File: config.mk
export PLATFORM = sky130hd
export DESIGN_NAME = alarm_run_qualifier
export DESIGN_NICKNAME = d
export VERILOG_FILES = /design/src/rtl/alarm_run_pkg.sv /design/src/rtl/alarm_run_timer.sv /design/src/rtl/alarm_window_eval.sv /design/src/rtl/alarm_sticky_bit.sv /design/src/rtl/alarm_run_qualifier.sv
export SDC_FILE = /design/constraint.sdc
export NUM_CORES = 1
export LEC_CHECK = 0
export BUFFER_PORTS_ARGS = -buffer_cell sky130_fd_sc_hd__buf_2
export CAP_MARGIN = 30
export CORE_MARGIN = 4
export CORE_UTILIZATION = 53
export DETAILED_ROUTE_END_ITERATION = 7
export GPL_ROUTABILITY_DRIVEN = 0
export PLACE_DENSITY = 0.73
export SYNTH_ARGS = -nofsm -noshare
export SYNTH_HDL_FRONTEND = slang
export SYNTH_SLANG_ARGS = --single-unit
File: constraint.sdc
create_clock -name clk -period 2.4 [get_ports clk]
set_input_delay 0.48 -clock clk [delete_from_list [all_inputs] [get_ports clk]]
set_output_delay 0.48 -clock clk [all_outputs]
set_load 0.01 [all_outputs]
File: src/rtl/alarm_run_pkg.sv
package alarm_run_pkg;
   localparam int unsigned STAT_BIT_LIVE   = 0;
   localparam int unsigned STAT_BIT_STICKY = 1;

   function automatic int unsigned cnt_width(input int unsigned limit);
      return (limit < 2) ? 1 : $clog2(limit + 1);
   endfunction
endpackage

File: src/rtl/alarm_run_timer.sv
module alarm_run_timer #(
   parameter int unsigned LIMIT = 3600,
   parameter int unsigned W     = 12
) (
   input  logic         clk,
   input  logic         rst_n,
   input  logic         tick,
   input  logic         cond,
   output logic [W-1:0] cnt
);
   localparam logic [W-1:0] CAP = W'(LIMIT);

   always_ff @(posedge clk or negedge rst_n) begin
      if (!rst_n)
         cnt <= '0;
      else if (tick) begin
         if (!cond)
            cnt <= '0;
         else if (cnt != CAP)
            cnt <= cnt + 1'b1;
      end
   end
endmodule

File: src/rtl/alarm_window_eval.sv
module alarm_window_eval #(
   parameter int unsigned SHORT_TICKS = 80,
   parameter int unsigned LONG_TICKS  = 3600,
   parameter int unsigned W           = 12
) (
   input  logic [W-1:0] cnt,
   input  logic         tick,
   input  logic         cond,
   output logic         live,
   output logic         run_hit
);
   localparam logic [W-1:0] LO = W'(SHORT_TICKS);
   localparam logic [W-1:0] HI = W'(LONG_TICKS);

   always_comb begin
      live    = (cnt > LO);
      run_hit = tick && !cond && (cnt > LO) && (cnt < HI);
   end
endmodule

File: src/rtl/alarm_sticky_bit.sv
module alarm_sticky_bit #(
   parameter bit SET_WINS = 1'b1
) (
   input  logic clk,
   input  logic rst_n,
   input  logic set,
   input  logic clr,
   output logic q
);
   logic nxt;

   generate
      if (SET_WINS) begin : g_set_first
         always_comb nxt = set ? 1'b1 : (clr ? 1'b0 : q);
      end else begin : g_clr_first
         always_comb nxt = clr ? 1'b0 : (set ? 1'b1 : q);
      end
   endgenerate

   always_ff @(posedge clk or negedge rst_n) begin
      if (!rst_n) q <= 1'b0;
      else        q <= nxt;
   end
endmodule

File: src/rtl/alarm_run_qualifier.sv
module alarm_run_qualifier #(
   parameter int unsigned SHORT_TICKS = 80,
   parameter int unsigned LONG_TICKS  = 3600,
   parameter int unsigned STAT_W      = 8
) (
   input  logic              clk,
   input  logic              rst_n,
   input  logic              tick_i,
   input  logic              a_bit_i,
   input  logic              e_bit_i,
   input  logic              rd_i,
   output logic [STAT_W-1:0] status_o
);
   import alarm_run_pkg::*;

   localparam int unsigned TW = cnt_width(LONG_TICKS);

   generate
      if (SHORT_TICKS >= LONG_TICKS) begin : g_bad_window
         $error("SHORT_TICKS must be below LONG_TICKS");
      end
      if (STAT_W < 2) begin : g_bad_width
         $error("STAT_W must hold two status bits");
      end
   endgenerate

   logic          pattern;
   logic [TW-1:0] run_cnt;
   logic          live;
   logic          run_hit;
   logic          sticky;

   assign pattern = a_bit_i & ~e_bit_i;

   alarm_run_timer #(.LIMIT(LONG_TICKS), .W(TW)) u_timer (
      .clk(clk), .rst_n(rst_n), .tick(tick_i), .cond(pattern), .cnt(run_cnt)
   );

   alarm_window_eval #(.SHORT_TICKS(SHORT_TICKS), .LONG_TICKS(LONG_TICKS), .W(TW)) u_win (
      .cnt(run_cnt), .tick(tick_i), .cond(pattern), .live(live), .run_hit(run_hit)
   );

   alarm_sticky_bit #(.SET_WINS(1'b1)) u_sticky (
      .clk(clk), .rst_n(rst_n), .set(run_hit), .clr(rd_i), .q(sticky)
   );

   generate
      for (genvar b = 0; b < STAT_W; b++) begin : g_stat
         if (b == STAT_BIT_LIVE) begin : g_live
            assign status_o[b] = live;
         end else if (b == STAT_BIT_STICKY) begin : g_stk
            assign status_o[b] = sticky;
         end else begin : g_zero
            assign status_o[b] = 1'b0;
         end
      end
   endgenerate
endmodule

Word-level counts from Yosys, hierarchy flattened
Index checks and enable logic that the tools add are counted.

word-level totals
  output and inout bits = 8
  word-level logic and storage cells = 19
  register bits after elaboration = 13

operators by class
  eq/ne operators = 2
  add/sub/neg operators = 1
  bitwise operators = 2
  $lt $le $gt $ge = 2
  muxes and demuxes = 4
  reduce and logical (&&, ||, !) cells = 6

operators with widths
  cell                     count
  $mux W12                 2
  $add A12 B1 Y12 const B  1
  $gt A12 B7 Y1 const B    1
  $lt A12 B12 Y1 const B   1
  $ne A12 B12 Y1 const B   1
  $logic_and A1 B1 Y1      3
  $mux W1                  2
  $ne A2 B2 Y1 const B     1
  $reduce_and A2 Y1        1
  $reduce_bool A2 Y1       1
  $and A1 B1 Y1            1
  $logic_not A1 Y1         1
  $not A1 Y1               1

Longest topological paths before layout
Gate-level depths: netlist (run 1).

  depth in word-level cells = 7
  mapped depth = 6
  mapped depth without buffers = 6

Modules after synthesis
From an unflattened synthesis (run 1), not the netlist that was laid out.

unflattened totals
  cell total of the unflattened synthesis = 102
  area, all modules = 940.9 µm²

by module, submodules not included
  module               instances  cells an instance  area each (µm²)  seq. area each (µm²)
  alarm_run_timer      1          79                 769.5            300.3
  alarm_run_qualifier  1          10                 77.6             0.0
  alarm_window_eval    1          10                 57.6             0.0
  alarm_sticky_bit     1          3                  36.3             25.0

Worst setup path after synthesis (run 1)
OpenSTA, ideal clock, no wires.

  path type = reg2out
  start = register u_timer.cnt[10]
  end = output port status_o[0]
  required time = 1.920 ns
  slack = 0.554 ns
  stages on the path, launching flop included = 5
  data arrival time = 1.366 ns
  path through = dfrtp_1 or4_2 nor2_1 o21ai_0 buf_4

between the ends
  cells in the longest elaborated chain, start to end = 1

ends and longest elaborated chain
  item                    line                       source
  from (decl)             alarm_run_timer.sv:9       output logic [W-1:0] cnt
  from (signal assigned)  alarm_run_timer.sv:20      cnt <= cnt + 1'b1;
  $gt A12 B7 Y1           alarm_window_eval.sv:16    live = (cnt > LO);
  to (decl)               alarm_run_qualifier.sv:12  output logic [STAT_W-1:0] status_o

Every way passes these cells.

Final worst setup path (run 1)
  start = register u_timer.cnt[0]
  end = output port status_o[0]

Same word-level chain as after synthesis.

==> Implementation_results.wiki, run 1 <==
{| class="wikitable"
! Metric !! Value
|-
| Netlist area before placement || 810 µm²
|-
| Sequential element share of the synthesized area || 40.2%
|-
| Internal power summed over all cells || 0.297 mW
|-
| Total of warnings raised by yosys || 0
|-
| Starting DRC count in detailed routing || 7
|-
| Worst Clk Skew || just over 8 ps
|-
| Setup Crit Path Kind || flop to primary output
|-
| Global router's overall resource usage || 16.7%
|-
| Startpoint of the worst-slack reg-to-reg timing path || u_timer.cnt[0]
|-
| Die footprint || 0.00222 mm²
|-
| First-pass GRT wire length || 2.55 mm
|-
| Part of the power in the clock network || around a third
|-
| Peak ir drop on the vdd network || 379 µV
|-
| Number of cell instances on the worst register-to-register path || 6
|-
| Cell taking the most area after synthesis || dfrtp_1
|-
| Top cells by area in the synthesized netlist || dfrtp_1 40%, buf_4 7.4%, xnor2_1 4.3%
|-
| Worst Path Arrival || about 1700 ps
|-
| Overall power || 0.393 mW
|-
| Core outline area || ~0.0014 mm²
|-
| First-pass iteration count of the detailed router || 4
|-
| Number of levels in the clock H-tree || 1
|-
| Register bit total from synthesis || 13
|-
| MaxCap Viol Count || 0
|-
| Run status || finished, final reports clean
|-
| Starting density of the core || 59.2%
|-
| IO Pins || 14
|-
| Worst setup SP type || flop
|-
| Master cell of the clock root buffer || clkbuf_4
|-
| Final Max Tran Viols || 0
|-
| Layout overhead on the synthesized area || 3.09%
|-
| Pin count of the biggest net entering global routing || 14
|-
| Most used cells in the layout excluding fill and tap cells || 13 x dfrtp_1, 7 x buf_2
|-
| WL/cell || 13.5 µm
|-
| Hold Buf Count CTS || 0
|-
| Critical path fanouts, max || 5
|-
| CTS buffer count || 3
|-
| Power density over the cells || 471 mW/mm²
|-
| Fmax achieved || 451 MHz
|-
| Area fraction of the dominant cell type after synthesis || 40.2%
|-
| Die height || around 47 µm
|-
| Number of antenna diodes || 0
|-
| Antenna-violating nets left || 0
|-
| RSZ-0062 raised after global routing || no
|-
| Final-stage net count || about 100
|-
| Post-CTS setup buffers || 0
|-
| Leakage || 0.382 nW
|-
| Fraction of layout instances using a drive strength above 1 || 14.7%
|-
| CTS tree || built
|-
| Period utilization || 92.4%
|-
| Overall via count from detail_route || 631
|-
| Post-placement cell count || 106
|-
| Via density per instance || between 5 and 6
|-
| Final cell count without fillers || 110
|-
| Switching power || 0.0959 mW
|-
| Vias in the first global route || 590
|-
| Final Critical Period || 2220 ps
|-
| Average footprint of a synthesized cell || 8.99 µm²
|-
| Total global routing overflow || 0
|-
| Setup slack of the most critical reg-to-reg path || 540 ps
|-
| Initial antenna violation count || 0
|-
| Clock Path Buffers || 2
|-
| Final hold vios || 0
|-
| Hold WC Path Type || primary input to asynchronous set/reset pin
|-
| Combinational cell fraction of total power || 8.7%
|-
| Number of sinks driven by the clock tree || 13
|-
| Total Neg Setup Slack || 0 ps
|-
| DRC viols || 0
|-
| Crit path launch || u_timer.cnt[0]
|-
| Number of placement rows || 13
|-
| Capturing element of the worst setup path || status_o[0]
|-
| Width of the die || 47.1 µm
|-
| Post-cts repair resize count || 0
|-
| Filler cells || 121
|-
| Total Wirelength || 1.49 mm
|-
| RR Endpoint || u_timer.cnt[0]
|-
| Hold slack final || 68.7 ps
|-
| Setup violations, final || 0
|-
| Leading cell type in the layout, fill and taps excluded || dfrtp_1
|-
| Final HPWL from detailed placement || 1.15 mm
|-
| Register clock-pin slew on the reported worst setup and hold paths || 80 ps
|-
| Sequential group share of total power || 57.1%
|-
| Required time of the critical path || 1920 ps
|-
| Switching fraction of total power || 24.4%
|-
| Synthesized instance count || 90
|-
| Clock insertion delay at the later pin of the skew report || 280 ps
|-
| Worst Setup End Kind || primary output
|-
| Number of port buffers || 7
|-
| Synth cell types || 33
|}
-- sequential cells by signal (all words and copies together), names as in the netlist --
| signal | count |
|---|---|
| u_timer.cnt | 12 |
| u_sticky.q | 1 |
-- logic make-up after synthesis --
kind of cell / count (synthesis) / synth area share, %
AND/OR/NAND/NOR: 35 / 24.0
AO/OA/AOI/OAI: 17 / 15.0
buffers and inverters: 17 / 11.9
flip-flops: 13 / 40.2
XOR/XNOR: 5 / 5.41
adder cells (fa/ha/maj): 2 / 3.09
other: 1 / 0.463
-- critical path, cell delays in order (launching register included) --
cell     delay (ps)
dfrtp_1         420
inv_1            70
ha_1            130
or3b_1          410
a21oi_1         170
o21ai_0         100
buf_2           150
-- power groups by stage --
stage | sequential, mW | combinational, mW | clock [mW]
4_1_cts | 0.224 | 0.0345 | 0.142
2_1_floorplan | 0.228 | 0.0305 | 0
6_report | 0.224 | 0.0343 | 0.134
5_1_grt | 0.225 | 0.0388 | 0.149
3_5_place_dp | 0.229 | 0.0343 | 0
3_3_place_gp | 0.228 | 0.0339 | 0
-- layer usage --
layer | part of all wire (%) | track usage (%) | wire, µm
met5 | 0 | 0 | 0
met4 | 1.3 | 6.63 | 19
met3 | 6.2 | 6.51 | 93
met2 | 49 | 27.9 | 735
met1 | 43 | 19.0 | 641
-- synth_stat cells --
cell / number
dfrtp_1: 13
ha_1: 2
nor2_1: 6
nand4_1: 3
a32o_1: 1
conb_1: 1
nor3b_1: 1
clkbuf_1: 1
a21o_1: 1
nor3_1: 3
or3b_1: 1
nand2_1: 6
a21oi_1: 5
or4_4: 1
nor4_1: 1
nand3b_1: 1
and3_1: 1
o31ai_1: 1
xnor2_1: 4
nand2b_1: 1
o21bai_1: 1
o22ai_1: 1
nand3_1: 4
xor2_1: 1
buf_4: 8
or3_1: 2
and2_1: 2
inv_1: 6
or4_2: 1
o41ai_4: 1
or3_2: 1
o21ai_0: 6
buf_2: 2
-- metrics by stage --
step	setup WS (ps)	util, %	cell area (µm²)
finish	183	61.1	835
global route	48.4	61.1	835
CTS	170	61.1	835
detailed placement	485	59.2	808
global placement	509	59.2	808
floorplan	554	-	828
-- area by class of cell --
cell class,instances,area (µm²),share of cell area (%)
inverter,6,22.5,2.70
multi-input combinational,65,407,48.7
tap,15,18.8,2.25
timing repair buffer,7,35.0,4.20
sequential,13,325,39.0
clock buffer,4,26.3,3.15
-- worst min-delay path by stage --
stage,slack (ps),start,to,cells past startpoint
floorplan,180,rst_n,u_sticky.q,0
global placement,380,rst_n,u_sticky.q,1
detailed placement,380,rst_n,u_sticky.q,1
CTS,70,rst_n,u_sticky.q,1
global route,80,rst_n,u_sticky.q,1
finish,70,rst_n,u_timer.cnt[10],1
No activity file was read; power rests on OpenSTA's default activity.
==> inputs of run 2 (changes only) <==
- PLACE_DENSITY: 0.73 -> 0.76
==> run 2 against run 1 <==
  * Flip-flop and latch count stayed put
  * Largest cell class unchanged
  * Clock-buffer cell count stayed put
  * Via count shrank 3.5%
  * Global-route usage down 1.4 points
  * Wire length fell by 6.9%
  * Sequential share of layout area unchanged
  * Power down 1.0%
  * Combinational power hardly changed
  * Die area unchanged
==> Implementation_results.wiki, run 2 (synthesis results as in run 1) <==
{| class="wikitable"
! Metric !! Value
|-
| Layout Cell Area excl Fill || 835 µm²
|-
| Startpoint of the worst-slack reg-to-reg timing path || u_timer.cnt[0]
|-
| Overall power || approximately 0.39 mW
|-
| Leakage || 0.382 nW
|-
| Number of cell instances on the worst register-to-register path || 6
|-
| Width of the die || 47.1 µm
|-
| Worst setup SP type || flop
|-
| First-pass GRT wire length || 2.38 mm
|-
| Leading cell type in the layout, fill and taps excluded || dfrtp_1
|-
| Worst Path Arrival || 1710 ps
|-
| Via density per instance || 5.54
|-
| Hold WC Path Type || primary input to asynchronous set/reset pin
|-
| Setup slack of the most critical reg-to-reg path || 560 ps
|-
| Vias in the first global route || approximately 570
|-
| Post-cts repair resize count || 0
|-
| Number of port buffers || 7
|-
| Starting density of the core || between 50% and 60%
|-
| Antenna-violating nets left || 0
|-
| Final-stage net count || 104
|-
| Core outline area || 0.00137 mm²
|-
| Run status || finished, final reports clean
|-
| Most flops, register || u_timer.cnt
|-
| Die footprint || 0.00222 mm²
|-
| Final Max Tran Viols || 0
|-
| Total Wirelength || 1.39 mm
|-
| Overall via count from detail_route || approximately 610
|-
| Setup violations, final || 0
|-
| CTS buffer count || 3
|-
| First-pass iteration count of the detailed router || 4
|-
| Clock insertion delay at the later pin of the skew report || roughly 270 ps
|-
| Period utilization || between 90 and 100%
|-
| Worst Setup End Kind || primary output
|-
| Final cell count without fillers || 110
|-
| Hold Buf Count CTS || 0
|-
| Clock Path Buffers || 2
|-
| Power density over the cells || 466 mW/mm²
|-
| Number of antenna diodes || 0
|-
| RSZ-0062 raised after global routing || no
|-
| RR Endpoint || u_timer.cnt[0]
|-
| Post-placement setup slack || ~510 ps
|-
| Critical path fanouts, max || 4
|-
| Final Critical Period || 2190 ps
|-
| CTS tree || built
|-
| Post-Place Cell Area || 808 µm²
|-
| Register clock-pin slew on the reported worst setup and hold paths || 80 ps
|-
| IO Pins || 14
|-
| Largest registers in the final layout || u_timer.cnt x12, u_sticky.q x1
|-
| Worst Clk Skew || roughly 5.3 ps
|-
| Final worst setup slack || 207 ps
|-
| Layout overhead on the synthesized area || 3.09%
|-
| WL/cell || about 13 µm
|-
| Global router's overall resource usage || between 10% and 20%
|-
| Fmax achieved || ~460 MHz
|-
| Most used cells in the layout excluding fill and tap cells || 13 x dfrtp_1, 7 x buf_2
|-
| Starting DRC count in detailed routing || 17
|-
| Fraction of layout instances using a drive strength above 1 || 14.7%
|-
| Pin count of the biggest net entering global routing || 14
|-
| Setup Crit Path Kind || flop to primary output
|-
| DRC viols || 0
|-
| Post-placement cell count || 106
|-
| Master cell of the clock root buffer || clkbuf_4
|-
| Required time of the critical path || 1920 ps
|-
| MaxCap Viol Count || 0
|-
| Total global routing overflow || 0
|-
| Die height || 47.1 µm
|-
| Hold slack final || 75.1 ps
|-
| Number of levels in the clock H-tree || 1
|-
| Final HPWL from detailed placement || 1.04 mm
|-
| Total Neg Setup Slack || 0 ps
|-
| Number of sinks driven by the clock tree || 13
|-
| Number of placement rows || 13
|-
| Number of flip-flops in the largest register || 12
|-
| Initial antenna violation count || 0
|-
| Final hold vios || 0
|-
| Post-CTS setup buffers || 0
|-
| Core utilization of the finished layout || 61.1%
|-
| Peak ir drop on the vdd network || 389 µV
|}
[run 2: worst max-delay path by stage]
stage          cells past startpoint          end            start  slack (ps)
3_3_place_gp                       4  status_o[0]  u_timer.cnt[10]         510
4_1_cts                            6  status_o[0]   u_timer.cnt[0]         200
2_1_floorplan                      4  status_o[0]  u_timer.cnt[10]         550
6_report                           4  status_o[0]  u_timer.cnt[10]         210
3_5_place_dp                       4  status_o[0]  u_timer.cnt[10]         510
5_1_grt                            6  status_o[0]   u_timer.cnt[0]          70
[run 2: cell type report]
class	count	area [µm²]
inverter	6	22.5
tap	15	18.8
sequential	13	325
timing repair buffer	7	35.0
clock buffer	4	26.3
fill	123	532
multi-input combinational	65	407
[run 2: power by group]
part	switching, mW	internal [mW]
sequential	0.00296	0.221
combinational	0.0233	0.0111
clock	0.0659	0.0644
total	0.0921	0.297
[run 2: layer usage]
layer	part of all wire, %	global-route usage, %	vias to the layer above
li1	-	-	310
met1	47	21.0	278
met2	45	22.8	19
met3	7.1	5.75	2
met4	0.72	3.31	0
met5	0	0	-
[run 2: worst max-delay path, cell delays in order (launching register included)]
cell and delay [ps]:
dfrtp_1 420, or4_2 660, nor2_1 100, o21ai_0 110, buf_2 150
